**config.mk**
```make
export PLATFORM = sky130hd
export DESIGN_NAME = freq_lock_ctrl
export DESIGN_NICKNAME = d
export VERILOG_FILES = /design/src/rtl/flk_pkg.sv /design/src/rtl/flk_edge_sync.sv /design/src/rtl/flk_freq_cmp.sv /design/src/rtl/flk_mode_seq.sv /design/src/rtl/flk_ctrl_word.sv /design/src/rtl/freq_lock_ctrl.sv
export SDC_FILE = /design/constraint.sdc
export NUM_CORES = 1
export LEC_CHECK = 0
export ABC_AREA = 1
export BUFFER_PORTS_ARGS = -buffer_cell sky130_fd_sc_hd__buf_2
export CAP_MARGIN = 20
export CORE_MARGIN = 3
export CORE_UTILIZATION = 59
export CTS_CLUSTER_DIAMETER = 50
export DETAILED_ROUTE_END_ITERATION = 16
export GPL_TIMING_DRIVEN = 0
export PLACE_DENSITY = 0.9
export SETUP_SLACK_MARGIN = 0.4
export SLEW_MARGIN = 20
export SYNTH_ARGS = -nofsm -noshare
export SYNTH_HDL_FRONTEND = slang
export SYNTH_SLANG_ARGS = --single-unit
```
**constraint.sdc**
```tcl
create_clock -name clk -period 2.55 [get_ports clk]
set_input_delay 0.765 -clock clk [delete_from_list [all_inputs] [get_ports clk]]
set_output_delay 0.765 -clock clk [all_outputs]
set_load 0.02 [all_outputs]
```
**src/rtl/flk_pkg.sv**
```systemverilog
package flk_pkg;
  typedef enum logic [1:0] {SEQ_IDLE, SEQ_RUN, SEQ_FIN} seq_state_t;
  typedef enum logic [1:0] {CMP_SLOW, CMP_FAST, CMP_EQUAL} cmp_res_t;
endpackage

```
**src/rtl/flk_edge_sync.sv**
```systemverilog
module flk_edge_sync #(
  parameter int STAGES = 2
) (
  input  logic clk,
  input  logic rst,
  input  logic async_in,
  output logic rise
);
  logic [STAGES-1:0] sh_q;
  logic              prev_q;

  always_ff @(posedge clk) begin
    if (rst) begin
      sh_q   <= '0;
      prev_q <= 1'b0;
    end else begin
      sh_q   <= {sh_q[STAGES-2:0], async_in};
      prev_q <= sh_q[STAGES-1];
    end
  end

  assign rise = sh_q[STAGES-1] & ~prev_q;
endmodule

```
**src/rtl/flk_freq_cmp.sv**
```systemverilog
module flk_freq_cmp
  import flk_pkg::*;
#(
  parameter int WIN_LEN = 256,
  parameter int CNT_W   = 9
) (
  input  logic             clk,
  input  logic             rst,
  input  logic             go,
  input  logic             abort,
  input  logic             edge_hit,
  input  logic [CNT_W-1:0] expected,
  output logic             done,
  output cmp_res_t         result
);
  localparam int WIN_W = (WIN_LEN > 1) ? $clog2(WIN_LEN) : 1;
  localparam logic [WIN_W-1:0] WIN_LAST = WIN_W'(WIN_LEN - 1);

  logic             running;
  logic [WIN_W-1:0] win_q;
  logic [CNT_W-1:0] cnt_q, cnt_nx;

  assign cnt_nx = cnt_q + CNT_W'(edge_hit);

  always_ff @(posedge clk) begin
    if (rst) begin
      running <= 1'b0;
      win_q   <= '0;
      cnt_q   <= '0;
      done    <= 1'b0;
      result  <= CMP_EQUAL;
    end else begin
      done <= 1'b0;
      if (abort) begin
        running <= 1'b0;
      end else if (go) begin
        running <= 1'b1;
        win_q   <= '0;
        cnt_q   <= '0;
      end else if (running) begin
        cnt_q <= cnt_nx;
        if (win_q == WIN_LAST) begin
          running <= 1'b0;
          done    <= 1'b1;
          if (cnt_nx < expected)      result <= CMP_SLOW;
          else if (cnt_nx > expected) result <= CMP_FAST;
          else                        result <= CMP_EQUAL;
        end else begin
          win_q <= win_q + 1'b1;
        end
      end
    end
  end
endmodule

```
**src/rtl/flk_mode_seq.sv**
```systemverilog
module flk_mode_seq
  import flk_pkg::*;
#(
  parameter int CW_W  = 10,
  parameter int IDX_W = 4
) (
  input  logic             clk,
  input  logic             rst,
  input  logic             start,
  input  logic             done,
  input  cmp_res_t         result,
  output logic             cmp_go,
  output logic             decide,
  output logic [IDX_W-1:0] bit_idx,
  output logic             busy,
  output logic             lock
);
  localparam logic [IDX_W-1:0] IDX_TOP = IDX_W'(CW_W - 1);

  seq_state_t state_q;

  assign decide = done && (state_q == SEQ_RUN);

  always_ff @(posedge clk) begin
    if (rst) begin
      state_q <= SEQ_IDLE;
      cmp_go  <= 1'b0;
      bit_idx <= IDX_TOP;
      busy    <= 1'b0;
      lock    <= 1'b0;
    end else begin
      cmp_go <= 1'b0;
      if (start) begin
        state_q <= SEQ_RUN;
        cmp_go  <= 1'b1;
        bit_idx <= IDX_TOP;
        busy    <= 1'b1;
        lock    <= 1'b0;
      end else begin
        case (state_q)
          SEQ_RUN: begin
            if (decide) begin
              if (result == CMP_EQUAL || bit_idx == '0) begin
                state_q <= SEQ_FIN;
              end else begin
                bit_idx <= bit_idx - 1'b1;
                cmp_go  <= 1'b1;
              end
            end
          end
          SEQ_FIN: begin
            busy    <= 1'b0;
            lock    <= 1'b1;
            state_q <= SEQ_IDLE;
          end
          default: ;
        endcase
      end
    end
  end
endmodule

```
**src/rtl/flk_ctrl_word.sv**
```systemverilog
module flk_ctrl_word
  import flk_pkg::*;
#(
  parameter int CW_W  = 10,
  parameter int IDX_W = 4
) (
  input  logic             clk,
  input  logic             rst,
  input  logic             start,
  input  logic             decide,
  input  cmp_res_t         result,
  input  logic [IDX_W-1:0] bit_idx,
  output logic [CW_W-1:0]  cw
);
  localparam logic [CW_W-1:0] MID = CW_W'(1) << (CW_W - 1);

  logic [CW_W-1:0] nxt;

  always_comb begin
    nxt = cw;
    for (int i = 0; i < CW_W; i++) begin
      if (int'(bit_idx) == i && result == CMP_FAST)      nxt[i] = 1'b0;
      if (int'(bit_idx) == i + 1 && result != CMP_EQUAL) nxt[i] = 1'b1;
    end
  end

  always_ff @(posedge clk) begin
    if (rst || start) cw <= MID;
    else if (decide)  cw <= nxt;
  end
endmodule

```
**src/rtl/freq_lock_ctrl.sv**
```systemverilog
module freq_lock_ctrl
  import flk_pkg::*;
#(
  parameter int CW_W        = 10,
  parameter int RATIO_W     = 6,
  parameter int RATIO_MIN   = 16,
  parameter int RATIO_MAX   = 48,
  parameter int WIN_LEN     = 256,
  parameter int WIN_SCALE   = 2,
  parameter int SYNC_STAGES = 2
) (
  input  logic               clk,
  input  logic               rst,
  input  logic               start,
  input  logic               fb_clk,
  input  logic [RATIO_W-1:0] ratio,
  output logic [CW_W-1:0]    cw,
  output logic               busy,
  output logic               lock
);
  localparam int IDX_W   = $clog2(CW_W + 1);
  localparam int EXP_MAX = RATIO_MAX * WIN_SCALE;
  localparam int CNT_W   = $clog2(((EXP_MAX > WIN_LEN) ? EXP_MAX : WIN_LEN) + 1);

  logic               edge_hit, cmp_go, cmp_done, decide;
  cmp_res_t           cmp_res;
  logic [IDX_W-1:0]   bit_idx;
  logic [RATIO_W-1:0] ratio_cl;
  logic [CNT_W-1:0]   exp_q;

  always_comb begin
    if (ratio < RATIO_W'(RATIO_MIN))      ratio_cl = RATIO_W'(RATIO_MIN);
    else if (ratio > RATIO_W'(RATIO_MAX)) ratio_cl = RATIO_W'(RATIO_MAX);
    else                                  ratio_cl = ratio;
  end

  always_ff @(posedge clk) begin
    if (rst)        exp_q <= '0;
    else if (start) exp_q <= CNT_W'(int'(ratio_cl) * WIN_SCALE);
  end

  flk_edge_sync #(.STAGES(SYNC_STAGES)) u_sync (
    .clk(clk), .rst(rst), .async_in(fb_clk), .rise(edge_hit)
  );

  flk_freq_cmp #(.WIN_LEN(WIN_LEN), .CNT_W(CNT_W)) u_cmp (
    .clk(clk), .rst(rst), .go(cmp_go), .abort(start), .edge_hit(edge_hit),
    .expected(exp_q), .done(cmp_done), .result(cmp_res)
  );

  flk_mode_seq #(.CW_W(CW_W), .IDX_W(IDX_W)) u_seq (
    .clk(clk), .rst(rst), .start(start), .done(cmp_done), .result(cmp_res),
    .cmp_go(cmp_go), .decide(decide), .bit_idx(bit_idx), .busy(busy), .lock(lock)
  );

  flk_ctrl_word #(.CW_W(CW_W), .IDX_W(IDX_W)) u_word (
    .clk(clk), .rst(rst), .start(start), .decide(decide), .result(cmp_res),
    .bit_idx(bit_idx), .cw(cw)
  );
endmodule

```
# Word level (Yosys, flattened, before mapping)
# Index checks and enable logic that the tools add are counted.
[totals]
word_cells = 158
out_inout_bits = 12
regBits = 49
[op_classes]
n_addsub = 3
muxes = 43
n_bitwise = 6
magnitude_cmp = 4
n_eq_ne = 21
reduce_logical = 57
[ops]
columns = ["op", "n"]
rows = [
  ["1-bit 2-to-1 mux", 31],
  ["4-bit equality test (second input constant)", 7],
  ["2-bit nonzero test", 13],
  ["8-bit 2-to-1 mux", 3],
  ["2-bit AND reduction", 11],
  ["1-bit logical AND", 21],
  ["9-bit 2-to-1 mux", 2],
  ["6-bit 2-to-1 mux", 2],
  ["3-bit AND reduction", 4],
  ["9-bit by 1-bit adder with 9-bit output", 1],
  ["9-bit by 7-bit greater-than comparator with 1-bit output", 1],
  ["9-bit by 7-bit less-than comparator with 1-bit output", 1],
  ["8-bit by 1-bit adder with 8-bit output (second input constant)", 1],
  ["4-bit by 3-bit equality test with 1-bit output (second input constant)", 2],
  ["8-bit equality test (second input constant)", 1],
  ["4-bit zero test", 2],
  ["2-bit 2-to-1 mux", 4],
  ["6-bit greater-than comparator (second input constant)", 1],
  ["6-bit by 5-bit less-than comparator with 1-bit output (second input constant)", 1],
  ["2-bit inequality test (second input constant)", 3],
  ["3-bit inequality test (second input constant)", 2],
  ["1-bit inverter", 5],
  ["2-bit by 1-bit equality test with 1-bit output (second input constant)", 2],
  ["2-bit equality test (second input constant)", 2],
  ["10 further kinds", 11],
]

# Logic depth before layout (Yosys ltp)
[depth]
ltp_word = 6
mapped_depth = 15

# Cells and area by module
# From an unflattened synthesis, not the netlist that was laid out.
[unflattened]
cells_unflattened = 395
hier_area_um2 = 2698.8
[by_module_without_submodules]
columns = ["module", "seq_area_each_um2", "instances", "cells_each", "area_each_um2"]
rows = [
  ["flk_freq_cmp", 420.4, 1, 211, 1385.1],
  ["flk_ctrl_word", 200.2, 1, 75, 511.7],
  ["flk_mode_seq", 180.2, 1, 58, 446.7],
  ["freq_lock_ctrl", 120.1, 1, 41, 269.0],
  ["flk_edge_sync", 60.1, 1, 10, 86.3],
]

# Least setup slack after synthesis
# No wires, ideal clock.
[synth_path]
path_kind = "register to register"
start = "register u_sync.sh_q[1]"
end = "register u_cmp.result[0]"
arrival_ns = 1.809
setup_ns = 0.120
path_stages_with_launch = 13
path_slack_ns = 0.621
path_cell_list = "dfxtp_1 -> inv_1 -> nor2_1 -> ha_1 -> ha_1 -> nand3_2 -> xnor2_1 -> ha_1 -> inv_1 -> nor3_1 -> nand2_1 -> a21oi_1 -> a21oi_1"
[synth_via]
elab_chain_len = 5
elab_cells_between_ends = 6
[synth_lines]
columns = ["item", "line_no", "text"]
rows = [
  ["from (decl)", "flk_edge_sync.sv:9", "logic [STAGES-1:0] sh_q;"],
  ["from (signal assigned)", "flk_edge_sync.sv:17", "sh_q <= {sh_q[STAGES-2:0], async_in};"],
  ["1-bit AND *", "flk_edge_sync.sv:22", "assign rise = sh_q[STAGES-1] & ~prev_q;"],
  ["9-bit by 1-bit adder with 9-bit output *", "flk_freq_cmp.sv:23", "assign cnt_nx = cnt_q + CNT_W'(edge_hit);"],
  ["9-bit by 7-bit greater-than comparator with 1-bit output", "flk_freq_cmp.sv:46", "else if (cnt_nx > expected) result <= CMP_FAST;"],
  ["2-bit 2-to-1 mux", "flk_freq_cmp.sv:46", ""],
  ["2-bit 2-to-1 mux *", "flk_freq_cmp.sv:45", "if (cnt_nx < expected) result <= CMP_SLOW;"],
  ["to (signal assigned)", "flk_freq_cmp.sv:45", ""],
  ["to (signal assigned)", "flk_freq_cmp.sv:46", ""],
  ["to (signal assigned)", "flk_freq_cmp.sv:47", "else result <= CMP_EQUAL;"],
  ["to (decl)", "flk_freq_cmp.sv:14", "output cmp_res_t result"],
]
# Every way passes the cells marked *; elsewhere a longest branch is shown, timed or not.
# A chain may end at the register's enable or synchronous reset.

# Worst setup path in the final report
# Ends and elaborated chain as after synthesis.

==> reports/metrics.cfg <==
[hold_path]
hold_path_depth = 2
holdPathEnd = u_sync.sh_q[1]
hold_start = u_sync.sh_q[0]
hold_class = flip-flop to flip-flop

[synthesis]
yosysSeqAreaShare_pct = 38.7
synth_seq_cells = 49
synth_edf_count = 0
ys_warn_count = 0
postSynthAreaPerCell_um2 = 7.35
synth.distinct_cells = 32
syn_nets = 372
synth.area.top_cells = dfxtp_1 (39%), nand2_1 (9.5%), ha_1 (8.4%)
yosysMostFrequentCell = nand2_1
synth_common_cells = nand2_1 (64), inv_1 (55), dfxtp_1 (49)
syn-cell-area_um2 = 2540
async_flop_share_pct = 0
synth_area_leader_cell = dfxtp_1
syn_inst = 345
synth_ff_type = dfxtp_1
synth_top_area_share_pct = 38.7

[pwr]
switchingPower_uw = 327
power_density_nw_per_um2 = 462
internal_power_mw = 1.00
leakagePower_nw = 1.30
p_comb_share_pct = 7.5
peakVddDrop_uv = 377
clkPwrFrac_pct = 33.5
p_sw_share_pct = 24.6
seqPwrFrac_pct = 59.0

[global_route]
antenna_found_initial = 0
grt_first_pass_wirelength_um = 8420
grtUsageTotal_pct = 20.4
grt_max_degree = 15
overflow = 0
first_global_vias = 2075

[detailed_routing]
wire_per_inst_um = 11.5
routed_wl_um = 4930
drc = 0
dr.pass1.iters = 4
dr.first_iter.drc_count = 55
ant_nets = 0
vias = 2266
vias_per_cell = 5.28

[timing]
setup_ws_ns = 0.422
final.setup_skew_ns = 0.00729
finalCriticalPeriod_ns = 2.13
whs_ns = 0.419
setup_violations = 0
max_slew_margin_pct = 68.9
setup_tns_ns = 0
clock.fmax_ghz = 0.470
tightestPinTransition_ns = 0.467
rsz0062_at_grt = yes
report.final.slew_viol_count = 0
post-route-period-util_pct = 83.4
hold_viol = 0

[placed_design]
hpwl_um = 3620
gp_congestion = 0.935
portBuffers = 20
post-place-ws_ns = 0.429
placed_cells = 415

[worst_setup_path]
worst_setup_path_start_kind = flip-flop
critPathLaunch = u_sync.sh_q[1]
crit_required_ns = 2.75
crit_type = flip-flop to flip-flop
reg2reg_from = u_sync.sh_q[1]
cp_data_arrival_time_ns = 2.32
timing.rr.end = u_cmp.result[0]
regToRegSetupSlack_ns = 0.42
rr_worst_depth = 14
crit_path_max_fanout = 3
cp-end-kind = flip-flop

[clock_network]
clock_latency_ns = 0.31
clockBufferDepth = 2
cts_buffers = 5
cts_tree = built
htreeDepth = 2
numClockSinks = 49
cts.reportedPaths.clkPinSlew_ns = 0.08
cts-root-buf = clkbuf_8

[floorplan]
rows = 23
fp.coreArea_um2 = 4090
io_pins = 22
dieArea_um2 = 5120
fp.dieW_um = 71.6
die_y_um = 71.6
start_util_pct = 62.1

[outcome]
status = finished clean

[finish]
syn_to_final_growth_pct = 13.4
fin_cells = 429
drive_gt1_share_pct = 17.4
num_antenna_cells = 0
nets = 405

[job]
max_cap_violations = 0

-- worst max-delay path, stage by stage, from the launching register on --
cell and delay [ns]:
dfxtp_1 0.32, inv_1 0.05, nor2_2 0.11, ha_2 0.21, ha_4 0.15, nand3_4 0.10
nor2_2 0.14, xor2_2 0.18, ha_1 0.26, nand2_1 0.07, inv_1 0.05, nand2_1 0.06
nand2_1 0.08, a21oi_2 0.16, a21oi_1 0.09
-- area by class of cell --
type / instances / area, um^2
Buffer: 7 / 35.0
Clock buffer: 6 / 72.6
Clock inverter: 2 / 10.0
Fill cell: 317 / 1210
Inverter: 62 / 239
Multi-Input combinational cell: 227 / 1330
Sequential cell: 49 / 981
Tap cell: 50 / 62.6
Timing Repair Buffer: 26 / 145
-- flip-flops by register name (all words and copies together), names as in the netlist --
register and count:
u_word.cw 10, u_cmp.cnt_q 9, u_cmp.win_q 8, exp_q 6, u_seq.bit_idx 4, u_cmp.result 2, u_seq.state_q 2, u_sync.sh_q 2
u_cmp.done 1, u_cmp.running 1, u_seq.busy 1, u_seq.cmp_go 1, u_seq.lock 1, u_sync.prev_q 1
-- cell usage in the layout (no fill, tap or decap), types with 2 or more instances in the layout --
cell / instances
a211oi_1: 2
a21oi_1: 30
buf_2: 24
buf_4: 7
clkbuf_1: 3
clkbuf_8: 5
clkinv_2: 3
dfxtp_1: 49
ha_1: 15
inv_1: 55
inv_2: 4
nand2_1: 64
nand2_4: 3
nand3_1: 23
nand3_2: 3
nand4_1: 13
nor2_1: 27
nor2_2: 4
nor3_1: 5
o21ai_0: 9
o22ai_1: 3
o31ai_1: 9
xor2_1: 3
-- kinds of logic after synthesis --
family	synth area share (%)
buf+inv	10.8
flops	38.7
xor+xnor	1.73
compound gates	12.4
simple gates	28.0
fa+ha+maj	8.38
-- per-stage QoR --
| step | cell area, um^2 | total power, mW | utilization (%) |
|---|---|---|---|
| 4_1_cts | 2840 | 1.34 | 69.5 |
| 2_1_floorplan | 2540 | 0.870 | - |
| 5_1_grt | 2880 | 1.38 | 70.4 |
| 3_3_place_gp | 2700 | 0.893 | 66.1 |
| 6_report | 2880 | 1.33 | 70.4 |
| 3_5_place_dp | 2700 | 0.897 | 66.1 |
-- metal layers --
layer	global-route usage (%)	share of wire [%]
met1	22.9	43
met2	35.9	50
met3	5.33	4.5
met4	9.39	2.2
met5	0	0
-- power groups by stage --
stage,clock [mW],sequential (mW),combinational [mW]
after detailed placement,0,0.802,0.0953
final,0.445,0.784,0.100
after global routing,0.476,0.785,0.115
after global placement,0,0.801,0.0921
after floorplan,0,0.802,0.0676
after CTS,0.458,0.784,0.0979
-- worst max path at each step --
stage,slack (ns),to,cells after the start
after floorplan,0.62,u_cmp.result[0],12
after global placement,0.48,u_cmp.result[0],12
after detailed placement,0.43,u_cmp.result[0],13
after CTS,0.42,u_cmp.result[0],14
after global routing,0.29,u_cmp.result[0],14
final,0.42,u_cmp.result[0],14
-- timing repair --
action	4_1_cts	5_1_grt
hold buffers	0	0
pin swaps	0	2
endpoints found under the setup margin	1	2
resized for setup	4	5
setup buffers	5	1
Power figures use the tool's default switching activity.
